==> config.mk <==
export PLATFORM = sky130hd
export DESIGN_NAME = cpubus_fifo_bridge
export DESIGN_NICKNAME = d
export VERILOG_FILES = /design/src/rtl/cbb_pkg.sv /design/src/rtl/cbb_sync.sv /design/src/rtl/cbb_fifo.sv /design/src/rtl/cbb_busdec.sv /design/src/rtl/cpubus_fifo_bridge.sv
export SDC_FILE = /design/constraint.sdc
export NUM_CORES = 1
export LEC_CHECK = 0
export BUFFER_PORTS_ARGS = -buffer_cell sky130_fd_sc_hd__buf_2
export CORE_MARGIN = 2
export CORE_UTILIZATION = 45
export CTS_BUF_LIST = sky130_fd_sc_hd__clkbuf_16
export DETAILED_ROUTE_END_ITERATION = 8
export SYNTH_ARGS = -nofsm -noshare
export SYNTH_HDL_FRONTEND = slang
export SYNTH_SLANG_ARGS = --single-unit
==> constraint.sdc <==
create_clock -name clk -period 6.6 [get_ports clk]
set_input_delay 1.32 -clock clk [delete_from_list [all_inputs] [get_ports clk]]
set_output_delay 1.32 -clock clk [all_outputs]
set_load 0.02 [all_outputs]
==> src/rtl/cbb_pkg.sv <==
package cbb_pkg;
  typedef enum logic {SEL_DATA = 1'b0, SEL_STAT = 1'b1} sel_e;

  localparam int ST_RXAV = 0;
  localparam int ST_TXSP = 1;
  localparam int ST_SUSP = 2;
  localparam int ST_CONF = 3;
endpackage

==> src/rtl/cbb_sync.sv <==
module cbb_sync #(
  parameter int W = 1,
  parameter int STAGES = 2,
  parameter logic [W-1:0] RST_VAL = '1
) (
  input  logic         clk,
  input  logic         rst,
  input  logic [W-1:0] d,
  output logic [W-1:0] q
);
  logic [W-1:0] stg [STAGES];

  always_ff @(posedge clk) begin
    if (rst) stg[0] <= RST_VAL;
    else     stg[0] <= d;
  end

  for (genvar i = 1; i < STAGES; i++) begin : g_stage
    always_ff @(posedge clk) begin
      if (rst) stg[i] <= RST_VAL;
      else     stg[i] <= stg[i-1];
    end
  end

  assign q = stg[STAGES-1];
endmodule

==> src/rtl/cbb_fifo.sv <==
module cbb_fifo #(
  parameter int W  = 8,
  parameter int AW = 4
) (
  input  logic          clk,
  input  logic          rst,
  input  logic          push,
  input  logic [W-1:0]  wdata,
  input  logic          pop,
  output logic [W-1:0]  head,
  output logic          full,
  output logic          empty,
  output logic [AW:0]   level
);
  localparam int DEPTH = 1 << AW;

  logic [W-1:0]  mem [DEPTH];
  logic [AW-1:0] wptr, rptr;
  logic [AW:0]   cnt;
  logic          do_push, do_pop;

  assign full    = (cnt == (AW+1)'(DEPTH));
  assign empty   = (cnt == '0);
  assign do_push = push && !full;
  assign do_pop  = pop && !empty;
  assign head    = mem[rptr];
  assign level   = cnt;

  always_ff @(posedge clk) begin
    if (do_push) mem[wptr] <= wdata;
  end

  always_ff @(posedge clk) begin
    if (rst) begin
      wptr <= '0;
      rptr <= '0;
      cnt  <= '0;
    end else begin
      if (do_push) wptr <= wptr + 1'b1;
      if (do_pop)  rptr <= rptr + 1'b1;
      case ({do_push, do_pop})
        2'b10:   cnt <= cnt + 1'b1;
        2'b01:   cnt <= cnt - 1'b1;
        default: cnt <= cnt;
      endcase
    end
  end
endmodule

==> src/rtl/cbb_busdec.sv <==
module cbb_busdec (
  input  logic clk,
  input  logic rst,
  input  logic cs_n_s,
  input  logic a0_s,
  input  logic rd_n_s,
  input  logic wr_n_s,
  output logic rd_data_ev,
  output logic rd_stat_ev,
  output logic wr_data_ev,
  output logic wr_cmd_ev
);
  import cbb_pkg::*;

  logic rd_prev, wr_prev;
  logic rd_fall, wr_rise;
  sel_e sel;

  always_ff @(posedge clk) begin
    if (rst) begin
      rd_prev <= 1'b1;
      wr_prev <= 1'b1;
    end else begin
      rd_prev <= rd_n_s;
      wr_prev <= wr_n_s;
    end
  end

  assign sel     = a0_s ? SEL_STAT : SEL_DATA;
  assign rd_fall = rd_prev && !rd_n_s && !cs_n_s;
  assign wr_rise = !wr_prev && wr_n_s && !cs_n_s;

  assign rd_data_ev = rd_fall && (sel == SEL_DATA);
  assign rd_stat_ev = rd_fall && (sel == SEL_STAT);
  assign wr_data_ev = wr_rise && (sel == SEL_DATA);
  assign wr_cmd_ev  = wr_rise && (sel == SEL_STAT);
endmodule

==> src/rtl/cpubus_fifo_bridge.sv <==
module cpubus_fifo_bridge #(
  parameter int DW = 8,
  parameter int AW = 4,
  parameter int SYNC_STAGES = 2
) (
  input  logic          clk,
  input  logic          rst,
  input  logic          cs_n,
  input  logic          a0,
  input  logic          rd_n,
  input  logic          wr_n,
  input  logic [DW-1:0] bus_i,
  output logic [DW-1:0] bus_o,
  output logic          bus_oe,
  input  logic [DW-1:0] rx_in_data,
  input  logic          rx_in_valid,
  output logic          rx_in_ready,
  output logic [DW-1:0] tx_out_data,
  output logic          tx_out_valid,
  input  logic          tx_out_ready,
  input  logic          suspend,
  input  logic          configured,
  output logic          flush,
  output logic          tx_overflow
);
  import cbb_pkg::*;

  localparam int SW = DW + 4;

  logic [SW-1:0] pins_raw, pins_s;
  logic          cs_n_s, a0_s, rd_n_s, wr_n_s;
  logic [DW-1:0] bus_s;
  logic          rd_data_ev, rd_stat_ev, wr_data_ev, wr_cmd_ev;

  logic [DW-1:0] rx_head, tx_head;
  logic          rx_full, rx_empty, tx_full, tx_empty;
  logic [AW:0]   rx_level, tx_level;
  logic          rx_push, tx_push, tx_pop;

  logic [DW-1:0] rdata_q, stat_q, stat_now;
  sel_e          sel_q;
  logic          flush_q, ovf_q;

  assign pins_raw = {bus_i, wr_n, rd_n, a0, cs_n};

  cbb_sync #(.W(SW), .STAGES(SYNC_STAGES), .RST_VAL('1)) u_sync (
    .clk(clk), .rst(rst), .d(pins_raw), .q(pins_s)
  );

  assign cs_n_s = pins_s[0];
  assign a0_s   = pins_s[1];
  assign rd_n_s = pins_s[2];
  assign wr_n_s = pins_s[3];
  assign bus_s  = pins_s[SW-1:4];

  cbb_busdec u_dec (
    .clk(clk), .rst(rst),
    .cs_n_s(cs_n_s), .a0_s(a0_s), .rd_n_s(rd_n_s), .wr_n_s(wr_n_s),
    .rd_data_ev(rd_data_ev), .rd_stat_ev(rd_stat_ev),
    .wr_data_ev(wr_data_ev), .wr_cmd_ev(wr_cmd_ev)
  );

  assign rx_in_ready = !rx_full;
  assign rx_push     = rx_in_valid && !rx_full;

  cbb_fifo #(.W(DW), .AW(AW)) u_rxf (
    .clk(clk), .rst(rst),
    .push(rx_push), .wdata(rx_in_data),
    .pop(rd_data_ev), .head(rx_head),
    .full(rx_full), .empty(rx_empty), .level(rx_level)
  );

  assign tx_push = wr_data_ev && !tx_full;
  assign tx_pop  = tx_out_ready && !tx_empty;

  cbb_fifo #(.W(DW), .AW(AW)) u_txf (
    .clk(clk), .rst(rst),
    .push(tx_push), .wdata(bus_s),
    .pop(tx_pop), .head(tx_head),
    .full(tx_full), .empty(tx_empty), .level(tx_level)
  );

  assign tx_out_data  = tx_head;
  assign tx_out_valid = !tx_empty;

  always_comb begin
    stat_now          = '0;
    stat_now[ST_RXAV] = !rx_empty;
    stat_now[ST_TXSP] = !tx_full;
    stat_now[ST_SUSP] = suspend;
    stat_now[ST_CONF] = configured;
  end

  always_ff @(posedge clk) begin
    if (rst) begin
      rdata_q <= '0;
      stat_q  <= '0;
      sel_q   <= SEL_DATA;
      flush_q <= 1'b0;
      ovf_q   <= 1'b0;
    end else begin
      if (rd_data_ev) begin
        sel_q <= SEL_DATA;
        if (!rx_empty) rdata_q <= rx_head;
      end
      if (rd_stat_ev) begin
        sel_q  <= SEL_STAT;
        stat_q <= stat_now;
      end
      flush_q <= wr_cmd_ev;
      if (wr_data_ev && tx_full) ovf_q <= 1'b1;
    end
  end

  assign bus_o       = (sel_q == SEL_STAT) ? stat_q : rdata_q;
  assign bus_oe      = !cs_n && !rd_n;
  assign flush       = flush_q;
  assign tx_overflow = ovf_q;
endmodule

# Word level (Yosys, flattened, before mapping)
# Memories as Yosys holds them, arrays and structs flattened. A register that Yosys moved wholly into a read port is not among the register bits.
# Cells that the tools add are included.
word_totals:
  rom_bits: 0
  elab_cells: 82
  mem_count: 3
  latchBits: 0
  reg_bits: 35
  ramBits: 280
  inputBits: 26
classes:
  n_div: 0
  muxes: 17
  eq_ne: 6
  n_addsub: 8
  shift: 0
  bitwise: 4
  n_mul: 0
  n_lt_le_gt_ge: 0
  n_reduce_logical: 32
memory_table:
  columns: ["memory", "depth", "word_bits", "rd", "rd_ports_with_merged_regs", "wr", "line_no", "rtl"]
  rows:
  - ["u_rxf.mem", 16, 8, 1, 1, 1, "cbb_fifo.sv:17", "logic [W-1:0] mem [DEPTH];"]
  - ["u_txf.mem", 16, 8, 1, 1, 1, "cbb_fifo.sv:17", null]
  - ["u_sync.stg", 2, 12, 2, 0, 2, "cbb_sync.sv:11", "logic [W-1:0] stg [STAGES];"]
op_table:
  columns: ["operator", "n"]
  rows:
  - ["12-bit two-way mux", 2]
  - ["5-bit case mux with 2 select lines", 2]
  - ["1-bit logical AND", 17]
  - ["4-bit by 1-bit adder with 4-bit output, second input constant", 4]
  - ["5-bit by 1-bit adder with 5-bit output, second input constant", 2]
  - ["5-bit == test, second input constant", 2]
  - ["5-bit zero test", 2]
  - ["1-bit two-way mux", 10]
  - ["5-bit by 1-bit subtractor with 5-bit output, second input constant", 2]
  - ["1-bit zero test", 9]
  - ["4-bit two-way mux", 2]
  - ["8-bit two-way mux", 1]
  - ["2-bit nonzero test", 3]
  - ["2-bit by 1-bit == test with 1-bit output, second input constant", 2]
  - ["2-bit == test, second input constant", 2]
  - ["1-bit inverter", 2]
  - ["1-bit bitwise OR", 2]
  - ["2-bit AND reduction", 1]

# Depth between registers and ports, before layout
# Gate-level depths: netlist of run 1.
logic_depth:
  word_depth: 8
  ltp_mapped: 11
  mapped_depth_nobuf: 10

# Modules after synthesis
# From an unflattened synthesis of run 1, not the netlist that was laid out.
hier_totals:
  hier_cells: 784
  hier_area_um2: 13173.9
by_module_without_submodules:
  columns: ["mod", "instances", "cells_per_inst", "area_each_um2", "seq_area_each_um2"]
  rows:
  - ["cbb_fifo at u_rxf", 1, 330, 5891.9, 4184.0]
  - ["cbb_fifo at u_txf", 1, 324, 5836.8, 4184.0]
  - ["cpubus_fifo_bridge", 1, 72, 696.9, 300.3]
  - ["cbb_sync", 1, 50, 653.1, 480.5]
  - ["cbb_busdec", 1, 8, 95.1, 40.0]

# Worst setup path before layout of run 1
# No wires, ideal clock.
synth_timing:
  kind: "input -> register"
  from: "in rx_in_valid"
  to: "reg u_rxf.cnt[4] (netlist: u_rxf.level[4])"
  t_required_ns: 6.479
  stages: 8
  slack_ns: 3.207
  n_path_buf: 0
  arrival_time_ns: 3.272
  path_cell_list: "a21boi_1 > inv_1 > ha_1 > fa_1 > a21o_1 > a21oi_1 > mux2i_1 > mux2_2"
synth_via:
  elab_chain_cells: 4
synth_lines:
  columns: ["element", "line_no", "rtl"]
  rows:
  - ["from (decl)", "cpubus_fifo_bridge.sv:16", "input logic rx_in_valid,"]
  - ["1-bit logical AND *", "cpubus_fifo_bridge.sv:64", "assign rx_push = rx_in_valid && !rx_full;"]
  - ["1-bit logical AND *", "cbb_fifo.sv:24", "assign do_push = push && !full;"]
  - ["2-bit by 1-bit == test with 1-bit output / 2-bit == test (equally long branches)", "cbb_fifo.sv:41", "case ({do_push, do_pop})"]
  - ["5-bit case mux with 2 select lines / 2-bit nonzero test (equally long branches)", null, null]
  - ["to (signal assigned)", "cbb_fifo.sv:42", "2'b10: cnt <= cnt + 1'b1;"]
  - ["to (signal assigned)", "cbb_fifo.sv:43", "2'b01: cnt <= cnt - 1'b1;"]
  - ["to (signal assigned)", "cbb_fifo.sv:44", "default: cnt <= cnt;"]
  - ["to (decl)", "cbb_fifo.sv:19", "logic [AW:0] cnt;"]
# Every way passes the cells marked *; elsewhere a longest branch is shown, timed or not.
# A chain may end at the register's enable or synchronous reset.

==> results summary, run 1 <==
The total of warnings raised by yosys came out at 0. The sequential area share after synthesis is 70.31%. Relative to the synthesized area, the layout overhead comes to 13.52%. The routed length per instance came out at 21.32 um.

The share of final-layout standard cells stronger than drive strength 1 is 19.64%. The number of levels the H-tree was split into is 2. The all-layer global routing usage came out at 17.55%.

Counting flops with a built-in enable in the synthesized netlist gives 256. The sink count of the clock tree came out at 327. The worst setup path is captured at an output pin. Clock tree synthesis selected as its root buffer the cell sky130_fd_sc_hd__clkbuf_16.

In this run the core area contains 62 standard-cell rows. The reg-to-reg endpoint is u_rxf.level[4]. The final layout net count is 862. On the critical path the largest part of the delay comes from multiplexers. The hold buffer count at CTS came out at 0. The total nets after synthesis is 818.

The final setup violation count is 0. For this run, design rule violations remaining after detail routing come to 0. The post-cts gate resize count is 0. The number of buffers inserted by port buffering is 46.

Among all flip-flop cells after synthesis, the most frequent one is sky130_fd_sc_hd__edfxtp_1. The launch instance of the worst min-delay path is u_sync.stg[0][1]. The worst register-to-register path begins at u_sync.stg[1][1].

The routed via count came out at 6625. Summed over all nets, the half-perimeter wirelength after detailed placement is 16210 um. The first global-routing pass estimated 39990 um of wire. The leakage power summed over all cells came out at 0.004815 uW. The number of top-level pins is 47. Across all register-to-register paths, the minimum setup slack is 3.44 ns. The critical path goes through mux4_1, mux4_2, buf_2. In the synthesized netlist the async set-or-reset flop fraction comes to 0%. The largest net degree at the start of global routing is 75. The highest fanout seen on the critical path came out at 32. The floorplan step defined a die boundary enclosing 30160 um^2. The starting density of the core came out at 45.38%.

The max-slew violation total from the final report came out at 0. The number of buffers on the longest clock path is 3. The number of antenna-violating nets in the routed design came out at 0. The critical path buffer and inverter count came out at 1. The final weighted congestion of routability-driven global placement came out at 0.8182. Dividing the detail-routed via count by the number of cells gives 5.391. The number of failing hold endpoints at the final stage is 0.

The count of placed standard cells including taps came out at 1163. The delay of the slowest cell on the worst path came out at 1.00 ns. Synthesis produced 773 cells. Summed over all failing endpoints, the final setup total negative slack is 0 ns. The area inside the core boundary came out at 28550 um^2.

The y dimension of the die is 173.7 um. The starting DRC count in detailed routing is 538. Setup repair after global routing left no endpoint under its margin. For this run the aggregate overflow at the end of global routing stands at 0. Counting buffers and inverters, the worst setup path is 3 cells deep. The tightest hold margin is 0.4072 ns. The number of antenna violations at the first check in global routing came out at 0. The largest vdd supply drop is 211.8 uV.

The slowest stage of the critical path is the sky130_fd_sc_hd__dfxtp_2 cell. The headroom to the max-slew limit came out at 17.89%. The run finished with clean final reports. The worst clock skew is 0.008295 ns. The via count of the first global-routing pass came to 6892.

TritonCTS created 36 clock buffers. The part of the cycle the worst path needs is 63.91%. After synthesis the netlist holds a flip-flop and latch count of 327. The average cell area after synthesis is 16.76 um^2. The x dimension of the die is 173.7 um. Data on the critical path is required at its endpoint by 5.28 ns. TritonCTS built the clock tree. The class of the tightest hold or removal check is flop to flop. The critical path is of the flop to output pin type. The startpoint type of the worst setup path is a flop. The max-capacitance violation count is 0. In the layout the commonest cells are 256 x sky130_fd_sc_hd__edfxtp_1, 69 x sky130_fd_sc_hd__mux2i_1, 69 x sky130_fd_sc_hd__dfxtp_1. The later pin in the worst-skew pair is clocked with a latency of 0.52 ns. For the worst setup path, the data arrival time is 2.90 ns. The clock-pin slew reported for the worst setup and hold paths after clock tree synthesis is 0.06 ns. The critical path ends at tx_out_data[6]. The most frequent standard cell in the layout excluding fill and tap cells is sky130_fd_sc_hd__edfxtp_1.

The minimum clock period is 4.218 ns. The number of fill cells in the layout is 2362. The post-synthesis cell type count came out at 60.

Excluding fillers, the count of instances in the completed layout stands at 1229. The number of detailed-routing iterations run before antenna repair came out at 4. The number of inserted diodes is 0. The number of cells on the worst reg-to-reg path is 8. The final wirelength came out at 26210 um. The area of the mapped netlist came out at 12950 um^2. The ratio of total power to cell area came out at 303.3 nW/um^2. The upper clock frequency limit is 237.1 MHz. The slew at the pin closest to its max-slew limit is 1.222 ns. The setup fix buffers added after clock tree synthesis came out at 0.
stage by stage:
| stage | cell area, um^2 | total power, uW | utilization, % | setup slack (ns) |
|---|---|---|---|---|
| final | 14710 | 4460 | 51.52 | 2.382 |
| after global routing | 14710 | 4602 | 51.52 | 2.261 |
| after CTS | 14710 | 4502 | 51.52 | 2.317 |
| after detailed placement | 13490 | 2472 | 47.24 | 2.840 |
| after global placement | 13490 | 2464 | 47.24 | 2.926 |
| after floorplan | 12950 | 2420 | - | 3.207 |
Yosys cell counts (2+ instances only):
library cell / count / area [um^2]
sky130_fd_sc_hd__ha_1: 18 / 225.2
sky130_fd_sc_hd__dfxtp_1: 71 / 1421
sky130_fd_sc_hd__nor3_1: 10 / 50.05
sky130_fd_sc_hd__nor4_1: 7 / 43.79
sky130_fd_sc_hd__a21o_1: 2 / 15.01
sky130_fd_sc_hd__edfxtp_1: 256 / 7687
sky130_fd_sc_hd__inv_1: 12 / 45.04
sky130_fd_sc_hd__nor3b_1: 5 / 37.54
sky130_fd_sc_hd__a311oi_1: 3 / 26.28
sky130_fd_sc_hd__a211oi_1: 8 / 60.06
sky130_fd_sc_hd__nor2_1: 68 / 255.2
sky130_fd_sc_hd__nand2_1: 14 / 52.55
sky130_fd_sc_hd__a21oi_1: 6 / 30.03
sky130_fd_sc_hd__buf_1: 6 / 22.52
sky130_fd_sc_hd__mux4_2: 18 / 405.4
sky130_fd_sc_hd__nor4_2: 2 / 25.02
sky130_fd_sc_hd__nand2b_1: 5 / 31.28
sky130_fd_sc_hd__nand3_1: 3 / 15.01
sky130_fd_sc_hd__or2_2: 26 / 162.7
sky130_fd_sc_hd__mux4_1: 24 / 630.6
sky130_fd_sc_hd__buf_2: 10 / 50.05
sky130_fd_sc_hd__clkbuf_1: 21 / 78.83
sky130_fd_sc_hd__o211ai_1: 5 / 37.54
sky130_fd_sc_hd__a31oi_1: 2 / 12.51
sky130_fd_sc_hd__o211ai_2: 2 / 25.02
sky130_fd_sc_hd__o21ai_0: 4 / 20.02
sky130_fd_sc_hd__or3_1: 2 / 12.51
sky130_fd_sc_hd__or3b_1: 3 / 26.28
sky130_fd_sc_hd__and3_1: 3 / 18.77
sky130_fd_sc_hd__nand3b_1: 4 / 30.03
sky130_fd_sc_hd__o22ai_1: 31 / 193.9
sky130_fd_sc_hd__buf_8: 2 / 30.03
sky130_fd_sc_hd__xor2_1: 11 / 96.34
sky130_fd_sc_hd__xnor2_1: 7 / 61.31
sky130_fd_sc_hd__nor2b_1: 5 / 31.28
sky130_fd_sc_hd__mux2_2: 5 / 56.30
sky130_fd_sc_hd__mux2i_1: 69 / 690.7
flip-flops by register name, indices dropped and copies added (netlist names), 4 cells and up, named ones only:
signal / cells
u_txf.mem: 128
rdata_q: 8
u_sync.stg: 24
u_rxf.rptr: 4
u_rxf.mem: 128
stat_q: 4
u_txf.level: 5
u_txf.rptr: 4
u_rxf.wptr: 4
u_txf.wptr: 4
u_rxf.level: 5
cell families (layout without fill, tap and decap cells):
group / count (synthesis) / count (layout) / share of synthesized area (%)
flip-flops: 327 / 327 / 70.31
AND/OR/NAND/NOR: 166 / 166 / 6.751
multiplexers: 116 / 116 / 13.76
AO/OA/AOI/OAI: 73 / 73 / 4.018
buffers and inverters: 54 / 126 / 2.048
adder cells (fa/ha/maj): 19 / 19 / 1.893
XOR/XNOR: 18 / 18 / 1.217
report_power, final:
| part | internal, uW | total, uW | switching (uW) |
|---|---|---|---|
| logic | 69.5 | 154 | 84.8 |
| clock network | 1240 | 2030 | 795 |
| registers | 2240 | 2270 | 33.3 |
cell type report:
| cell class | count | area (um^2) | area share, % |
|---|---|---|---|
| inverters | 12 | 45.04 | 0.3063 |
| clock inverters | 30 | 320.3 | 2.178 |
| multi-input cells | 392 | 3601 | 24.49 |
| well taps | 384 | 480.5 | 3.267 |
| repair buffers | 48 | 245.2 | 1.668 |
| flip-flops and latches | 327 | 9114 | 61.97 |
| clock buffers | 36 | 900.9 | 6.126 |
metal layers:
layer  part of all wire (%)  wire length, um  global-route usage, %  vias to the layer above
met2                     52            13600                  31.92                      141
li1                       -                -                      -                     3098
met3                    4.3             1120                  3.114                       43
met1                     41            10870                  21.25                     3343
met4                    2.3              613                  5.532                        0
met5                      0                0                      0                        -
worst min path at each step:
stage,endpoint,depth (start not counted)
after CTS,u_sync.stg[1][1],1
final,u_sync.stg[1][1],1
after global placement,u_sync.stg[1][2],1
after detailed placement,u_sync.stg[1][1],1
after floorplan,u_sync.stg[1][0],1
after global routing,u_sync.stg[1][2],1
No activity file was read; power rests on OpenSTA's default activity.
==> inputs of run 2 (changes only) <==
==> constraint.sdc (replaced) <==
create_clock -name clk -period 4.3 [get_ports clk]
set_input_delay 0.86 -clock clk [delete_from_list [all_inputs] [get_ports clk]]
set_output_delay 0.86 -clock clk [all_outputs]
set_load 0.02 [all_outputs]
==> run 2 against run 1 <==
Power increased by 53%. Design area rose by 0.18%. Clock power is 53% higher. Clock skew grew 0.0064 ns. Register-to-register slack lost 2.2 ns. Sequential share of layout area is 0.11 points lower. Die area unchanged. Worst setup slack worse by 1.9 ns. Critical endpoint is now tx_out_data[0].
==> results summary, run 2 (same netlist as run 1, synthesis figures left out) <==
The worst-skew pair later-pin latency was 0.52 ns (about the same). The slew at the pin closest to its max-slew limit is 1.167 ns (-0.05481 ns). The count of placed standard cells including taps is 1167 (+0.34%). The first-pass GRT wire length came out at 40320 um (+0.81%). The tightest hold margin is 0.3978 ns (-0.009457 ns). The number of buffers on the longest clock path was 3 (unchanged). The number of buffers added by the clock tree synthesis step is 35 (-2.8%). The final-layout setup total negative slack came out at 0 ns (unchanged). The count of cell instances traversed by the critical path is 4 (+1). The max-capacitance violation count came to 0 (unchanged).

The cell depth of the worst hold path is 1 (unchanged). The ratio of total power to cell area is 464.4 nW/um^2 (+53%). The worst clock skew was 0.01469 ns (+0.006397 ns). The max-slew violation total from the final report was 0 (unchanged). The number of detailed-routing iterations run before antenna repair came out at 5 (+1).

In the layout the commonest cells are 256 x sky130_fd_sc_hd__edfxtp_1, 69 x sky130_fd_sc_hd__mux2i_1, 69 x sky130_fd_sc_hd__dfxtp_1. The leakage power summed over all cells came out at 0.004844 uW (+0.61%). The number of inserted diodes came to 0 (unchanged). The all-layer global routing usage is 17.37% (-0.18 points). The number of antenna-violating nets in the routed design came out at 0 (unchanged). Setup repair after global routing left no endpoint under its margin. The number of failing hold endpoints at the final stage came out at 0 (unchanged). The slowest library cell on the worst path is sky130_fd_sc_hd__dfxtp_2.

The post-placement cell area was 13520 um^2 (+0.22%). The final wirelength is 25740 um (-1.8%). The worst path needs 3.774 ns of the cycle, external delays included.

The signal on the critical path passes through buf_4, mux4_1, mux4_2, buf_2. The highest fanout seen on the critical path is 18 (-44%). The tightest min-delay check is of the flop to flop type. The global route total overflow came out at 0 (unchanged). The clock-pin slew reported for the worst setup and hold paths after clock tree synthesis came to 0.06 ns (about the same). The worst setup path is of the flop to output pin kind. The headroom to the max-slew limit was 21.58% (+3.7 points).

The starting density of the core is 45.38% (unchanged). The number of top-level pins came out at 47 (unchanged). The count of standard-cell rows is 62 (unchanged).

The delay of the slowest cell on the worst path came out at 0.70 ns (-0.30 ns). The DRC violation count after routing was 0 (unchanged). The run finished with clean final reports. The number of antenna violations at the first check in global routing is 0 (unchanged). The post-cts gate resize count came out at 0 (unchanged). The share of final-layout standard cells stronger than drive strength 1 is 20.36% (+0.71 points). The sink count of the clock tree came out at 327 (unchanged). The data required time at the worst endpoint came out at 3.44 ns (-1.84 ns).

The area added between synthesis and finish is 13.72%. The setup fix buffers added after clock tree synthesis is 0 (unchanged). The number of levels the H-tree was split into is 2 (unchanged). The critical path buffer and inverter count was 2 (+1). The count of placed standard cells in the final layout, fillers left out came to 1229 (unchanged). The routed via count is 6647 (+0.33%). The register area was 9114 um^2 (unchanged).

The number of buffers inserted by port buffering is 46 (unchanged). The number of fill cells in the layout came out at 2352 (-0.42%). The final layout net count is 865 (+0.35%). The y dimension of the die came to 173.7 um (unchanged). The data arrival at the endpoint of the critical path is 2.91 ns (about the same). After layout, the worst path uses 87.77% of the clock period. The die footprint is 30160 um^2 (unchanged).

The via count of the first global-routing pass came out at 6887 (-0.073%). The post-layout instance area came out at 14730 um^2 (+0.18%). The cell sitting at the root of the clock tree is a sky130_fd_sc_hd__clkbuf_16. Timing would allow up to 265.0 MHz. The area inside the core boundary came out at 28550 um^2 (unchanged). The overall power consumption came out at 6842 uW (+53%).

The starting DRC count in detailed routing is 532 (-1.1%). TritonCTS built the clock tree. The worst setup path is captured at an output pin. The number of cells on the worst reg-to-reg path is 9 (+1). The final weighted congestion of routability-driven global placement was 0.8395 (+2.6%).

The critical path's top delay family is multiplexers. The library cell used most frequently in the layout, excluding fill and tap cells, is sky130_fd_sc_hd__edfxtp_1. The hold buffer count at CTS is 0 (unchanged). The largest vdd supply drop came out at 270.9 uV (+28%).

The vias per cell came out at 5.408 (+0.33%). The startpoint type of the worst setup path is a flop. The final setup violation count is 0 (unchanged). The largest registers in the layout are u_rxf.mem: 128 flops, u_txf.mem: 128 flops, u_sync.stg: 24 flops.

The largest net degree at the start of global routing is 65 (-13%). The x dimension of the die is 173.7 um (unchanged). The total area of multi-input combinational cells is 3601 um^2 (unchanged). The HPWL after detailed placement is 16450 um (+1.5%). The routed length per instance is 20.94 um (-1.8%).
==> run 2: where the power goes <==
| group | switching (uW) | internal, uW | total, uW |
|---|---|---|---|
| registers | 43.3 | 3440 | 3480 |
| logic | 139 | 111 | 250 |
| clock network | 1210 | 1900 | 3110 |
==> run 2: final cells by class <==
type                    instances  share of cell area [%]
well taps                     384                   3.261
clock inverters                26                   2.149
inverters                      12                  0.3057
multi-input cells             392                   24.44
flip-flops and latches        327                   61.86
clock buffers                  36                   6.115
repair buffers                 52                   1.868
==> run 2: worst paths after layout <==
kind / slack (ns) / to / start
max: 0.53 / tx_out_data[0] / flop
max reg2reg: 1.20 / u_rxf.level[4] / u_rxf.level[0]
min: 0.40 / u_sync.stg[1][9] / u_sync.stg[0][9]
min reg2reg: 0.40 / u_sync.stg[1][9] / u_sync.stg[0][9]
==> run 2: metrics by stage <==
stage / utilization, % / setup WS (ns)
finish: 51.61 / 0.5259
floorplan: - / 1.367
global route: 51.61 / 0.3858
CTS: 51.61 / 0.4682
global placement: 47.34 / 1.088
detailed placement: 47.34 / 0.9583
==> run 2: layer usage <==
| metal | up-vias | GRT usage (%) | share of wire, % |
|---|---|---|---|
| met5 | - | 0 | 0 |
| met4 | 0 | 4.937 | 2.0 |
| met3 | 46 | 2.456 | 3.9 |
| met2 | 154 | 31.12 | 52 |
| met1 | 3345 | 22.12 | 42 |
| li1 | 3102 | - | - |
==> inputs of run 3 (changes only) <==
--- a/config.mk
+++ b/config.mk
@@ -5,11 +5,10 @@
 export SDC_FILE = /design/constraint.sdc
 export NUM_CORES = 1
 export LEC_CHECK = 0
-export BUFFER_PORTS_ARGS = -buffer_cell sky130_fd_sc_hd__buf_2
-export CORE_MARGIN = 2
 export CORE_UTILIZATION = 45
 export CTS_BUF_LIST = sky130_fd_sc_hd__clkbuf_16
 export DETAILED_ROUTE_END_ITERATION = 8
+export DONT_BUFFER_PORTS = 1
 export SYNTH_ARGS = -nofsm -noshare
 export SYNTH_HDL_FRONTEND = slang
 export SYNTH_SLANG_ARGS = --single-unit
==> run 3 against run 2 <==
Non-clock buffer count shrank 47. Critical path depth fell by 1. Sequential power about the same. Highest routed layer unchanged. Worst setup slack improved by 0.40 ns. Sequential share of layout area up 1.4 points. Count of clock-buffer cells in the layout unchanged. Register-to-register slack better by 0.05 ns.
==> results summary, run 3 (same netlist as run 1, synthesis figures left out) <==
The first-pass GRT wire length is 39320 um (-2.5%). The library cells used most frequently in the layout, excluding fill and tap cells, are 256 x sky130_fd_sc_hd__edfxtp_1, 69 x sky130_fd_sc_hd__mux2i_1, 69 x sky130_fd_sc_hd__dfxtp_1. The highest routing layer actually used is met4. The starting DRC count in detailed routing was 474 (-11%). The share of final-layout standard cells stronger than drive strength 1 came out at 15.13% (-5.2 points).

The critical path goes through buf_4, mux4_1, mux4_2. The combinational group share of total power came to 3.2% (-0.5 points). The setup fix buffers added after clock tree synthesis was 0 (unchanged). The final-layout setup total negative slack is 0 ns (unchanged). The leakage power summed over all cells is 0.004609 uW (-4.8%).

The area inside the core boundary came out at 28090 um^2 (-1.6%). The number of buffers added by the clock tree synthesis step came out at 35 (unchanged). The switching power came out at 1339 uW (-4.0%). The post-cts gate resize count is 0 (unchanged). The routed length per instance was 21.94 um (+4.8%).

The data arrival at the endpoint of the critical path is 2.51 ns (-0.40 ns). The data required time at the worst endpoint came to 3.44 ns (about the same). The number of detailed-routing iterations run before antenna repair is 4 (-1). The clock-pin slew reported for the worst setup and hold paths after clock tree synthesis came to 0.06 ns (about the same). The hold buffer count at CTS came out at 0 (unchanged). The number of antenna-violating nets in the routed design is 0 (unchanged). The post-route met1 wirelength is 11060 um (+2.6%). The final core utilization came out at 51.33% (-0.28 points).

The worst-skew pair later-pin latency is 0.52 ns (about the same). The wire length on met3 is 1052 um (+4.3%). The met2 wire length came out at 13130 um (-2.3%). The final weighted congestion of routability-driven global placement came out at 0.8153 (-2.9%).

TritonCTS built the clock tree. The worst clock skew is 0.02695 ns (+0.01226 ns). The final layout net count came out at 818 (-5.4%). The highest fanout seen on the critical path is 32 (+14). The minimum clock period was 3.375 ns (-0.3993 ns). The number of levels the H-tree was split into is 2 (unchanged). The HPWL after detailed placement came out at 16240 um (-1.3%). The largest registers in the layout are u_rxf.mem: 128 flops, u_txf.mem: 128 flops, u_sync.stg: 24 flops. The sink count of the clock tree came out at 327 (unchanged). The part of the cycle the worst path needs is 78.48% (-9.3 points). The DRC violation count after routing is 0 (unchanged).

Leaving out fill and tap cells, the most frequent cell in the layout is sky130_fd_sc_hd__edfxtp_1. CTS placed an instance of sky130_fd_sc_hd__clkbuf_16 at the clock tree root. The slew at the pin closest to its max-slew limit came out at 1.220 ns (+0.05260 ns). The number of inserted diodes was 0 (unchanged). The largest net degree at the start of global routing came out at 75 (+15%). The final wirelength is 25840 um (+0.40%). The all-layer global routing usage is 18.22% (+0.85 points). The area added between synthesis and finish came out at 11.28%. The largest individual stage delay along the critical path comes from the cell sky130_fd_sc_hd__mux4_1.

The internal cell power came out at 5301 uW (-2.7%). The vias per cell is 5.533 (+2.3%). The switching share of power came out at 20.17% (-0.23 points). The x dimension of the die came out at 171.7 um (-1.2%). The headroom to the max-slew limit came to 18.04% (-3.5 points). The final setup violation count is 0 (unchanged). The max-capacitance violation count came to 0 (unchanged). The upper clock frequency limit is 296.3 MHz (+12%). The number of buffers inserted by port buffering is 0 (-100%). The routed via count came out at 6518 (-1.9%). The max-slew violation total from the final report is 0 (unchanged). Setup repair after global routing left no endpoint under its margin. The worst setup path is launched from a flop. The class of the tightest hold or removal check is flop to flop. The critical path buffer and inverter count was 1 (-1).

The flow ran to the end, and the final reports show no timing, DRC or antenna violations. The ratio of total power to cell area is 460.6 nW/um^2 (-0.80%). The number of failing hold endpoints at the final stage is 0 (unchanged).

The number of fill cells in the layout is 2327 (-1.1%). The global route total overflow came out at 0 (unchanged). The starting density of the core came out at 46.12% (+0.74 points). The clock power share is 44.5% (-1.0 points). The via count of the first global-routing pass came to 6744 (-2.1%). The largest vdd supply drop is 317.5 uV (+17%). The number of buffers on the longest clock path came out at 3 (unchanged).

The number of antenna violations at the first check in global routing was 0 (unchanged). The count of standard-cell rows is 61 (-1.6%). The number of top-level pins came to 47 (unchanged). Grouping stages by cell kind, the critical path spends the most delay in multiplexers.

The delay of the slowest cell on the worst path is 0.64 ns (-0.06 ns). STA classifies the critical path endpoint as an output pin. The part of the power in registers came out at 52.2% (+1.4 points).

The worst setup path is of the flop to output pin kind. The die footprint is 29470 um^2 (-2.3%). The y dimension of the die came out at 171.7 um (-1.2%).
## run 3: final cells by class
class / instances / area, um^2 / area share, %
clock inverter: 28 / 245.2 / 1.701
timing repair buffer: 5 / 37.54 / 0.2604
inverter: 12 / 45.04 / 0.3124
sequential: 327 / 9114 / 63.22
tap: 378 / 473.0 / 3.281
clock buffer: 36 / 900.9 / 6.249
multi-input combinational: 392 / 3601 / 24.98
## run 3: power by group through the flow
stage	sequential [uW]	clock [uW]	combinational [uW]
after global routing	3470	3140	234
after global placement	3530	0	211
after CTS	3470	3030	218
after detailed placement	3540	0	218
final	3470	2960	216
after floorplan	3520	0	191
## run 3: metrics by stage
stage | instance area, um^2 | power, uW | std cells | hold slack, ns | worst slack [ns]
after floorplan | 12950 | 3714 | 773 | 0.3895 | 1.367
after global placement | 13270 | 3742 | 1114 | 0.3961 | 1.175
after detailed placement | 13270 | 3753 | 1114 | 0.3947 | 1.112
after CTS | 14420 | 6712 | 1178 | 0.3859 | 0.8734
after global routing | 14420 | 6841 | 1178 | 0.3891 | 0.8135
final | 14420 | 6641 | 1178 | 0.4050 | 0.9252
## run 3: routing by layer
layer / up-vias / global-route usage (%)
met2: 132 / 32.05
met5: - / 0
met3: 45 / 3.244
met1: 3329 / 22.74
met4: 0 / 5.745
li1: 3012 / -
## run 3: worst paths after layout
kind                                    endpoint             start  cells past startpoint  slack [ns]
worst max-delay path              tx_out_data[2]              flop                      3        0.93
worst min-delay path            u_sync.stg[1][1]  u_sync.stg[0][1]                      1        0.40
worst max register to register    u_rxf.level[4]  u_sync.stg[1][1]                      8        1.25
worst min register to register  u_sync.stg[1][1]  u_sync.stg[0][1]                      1        0.40
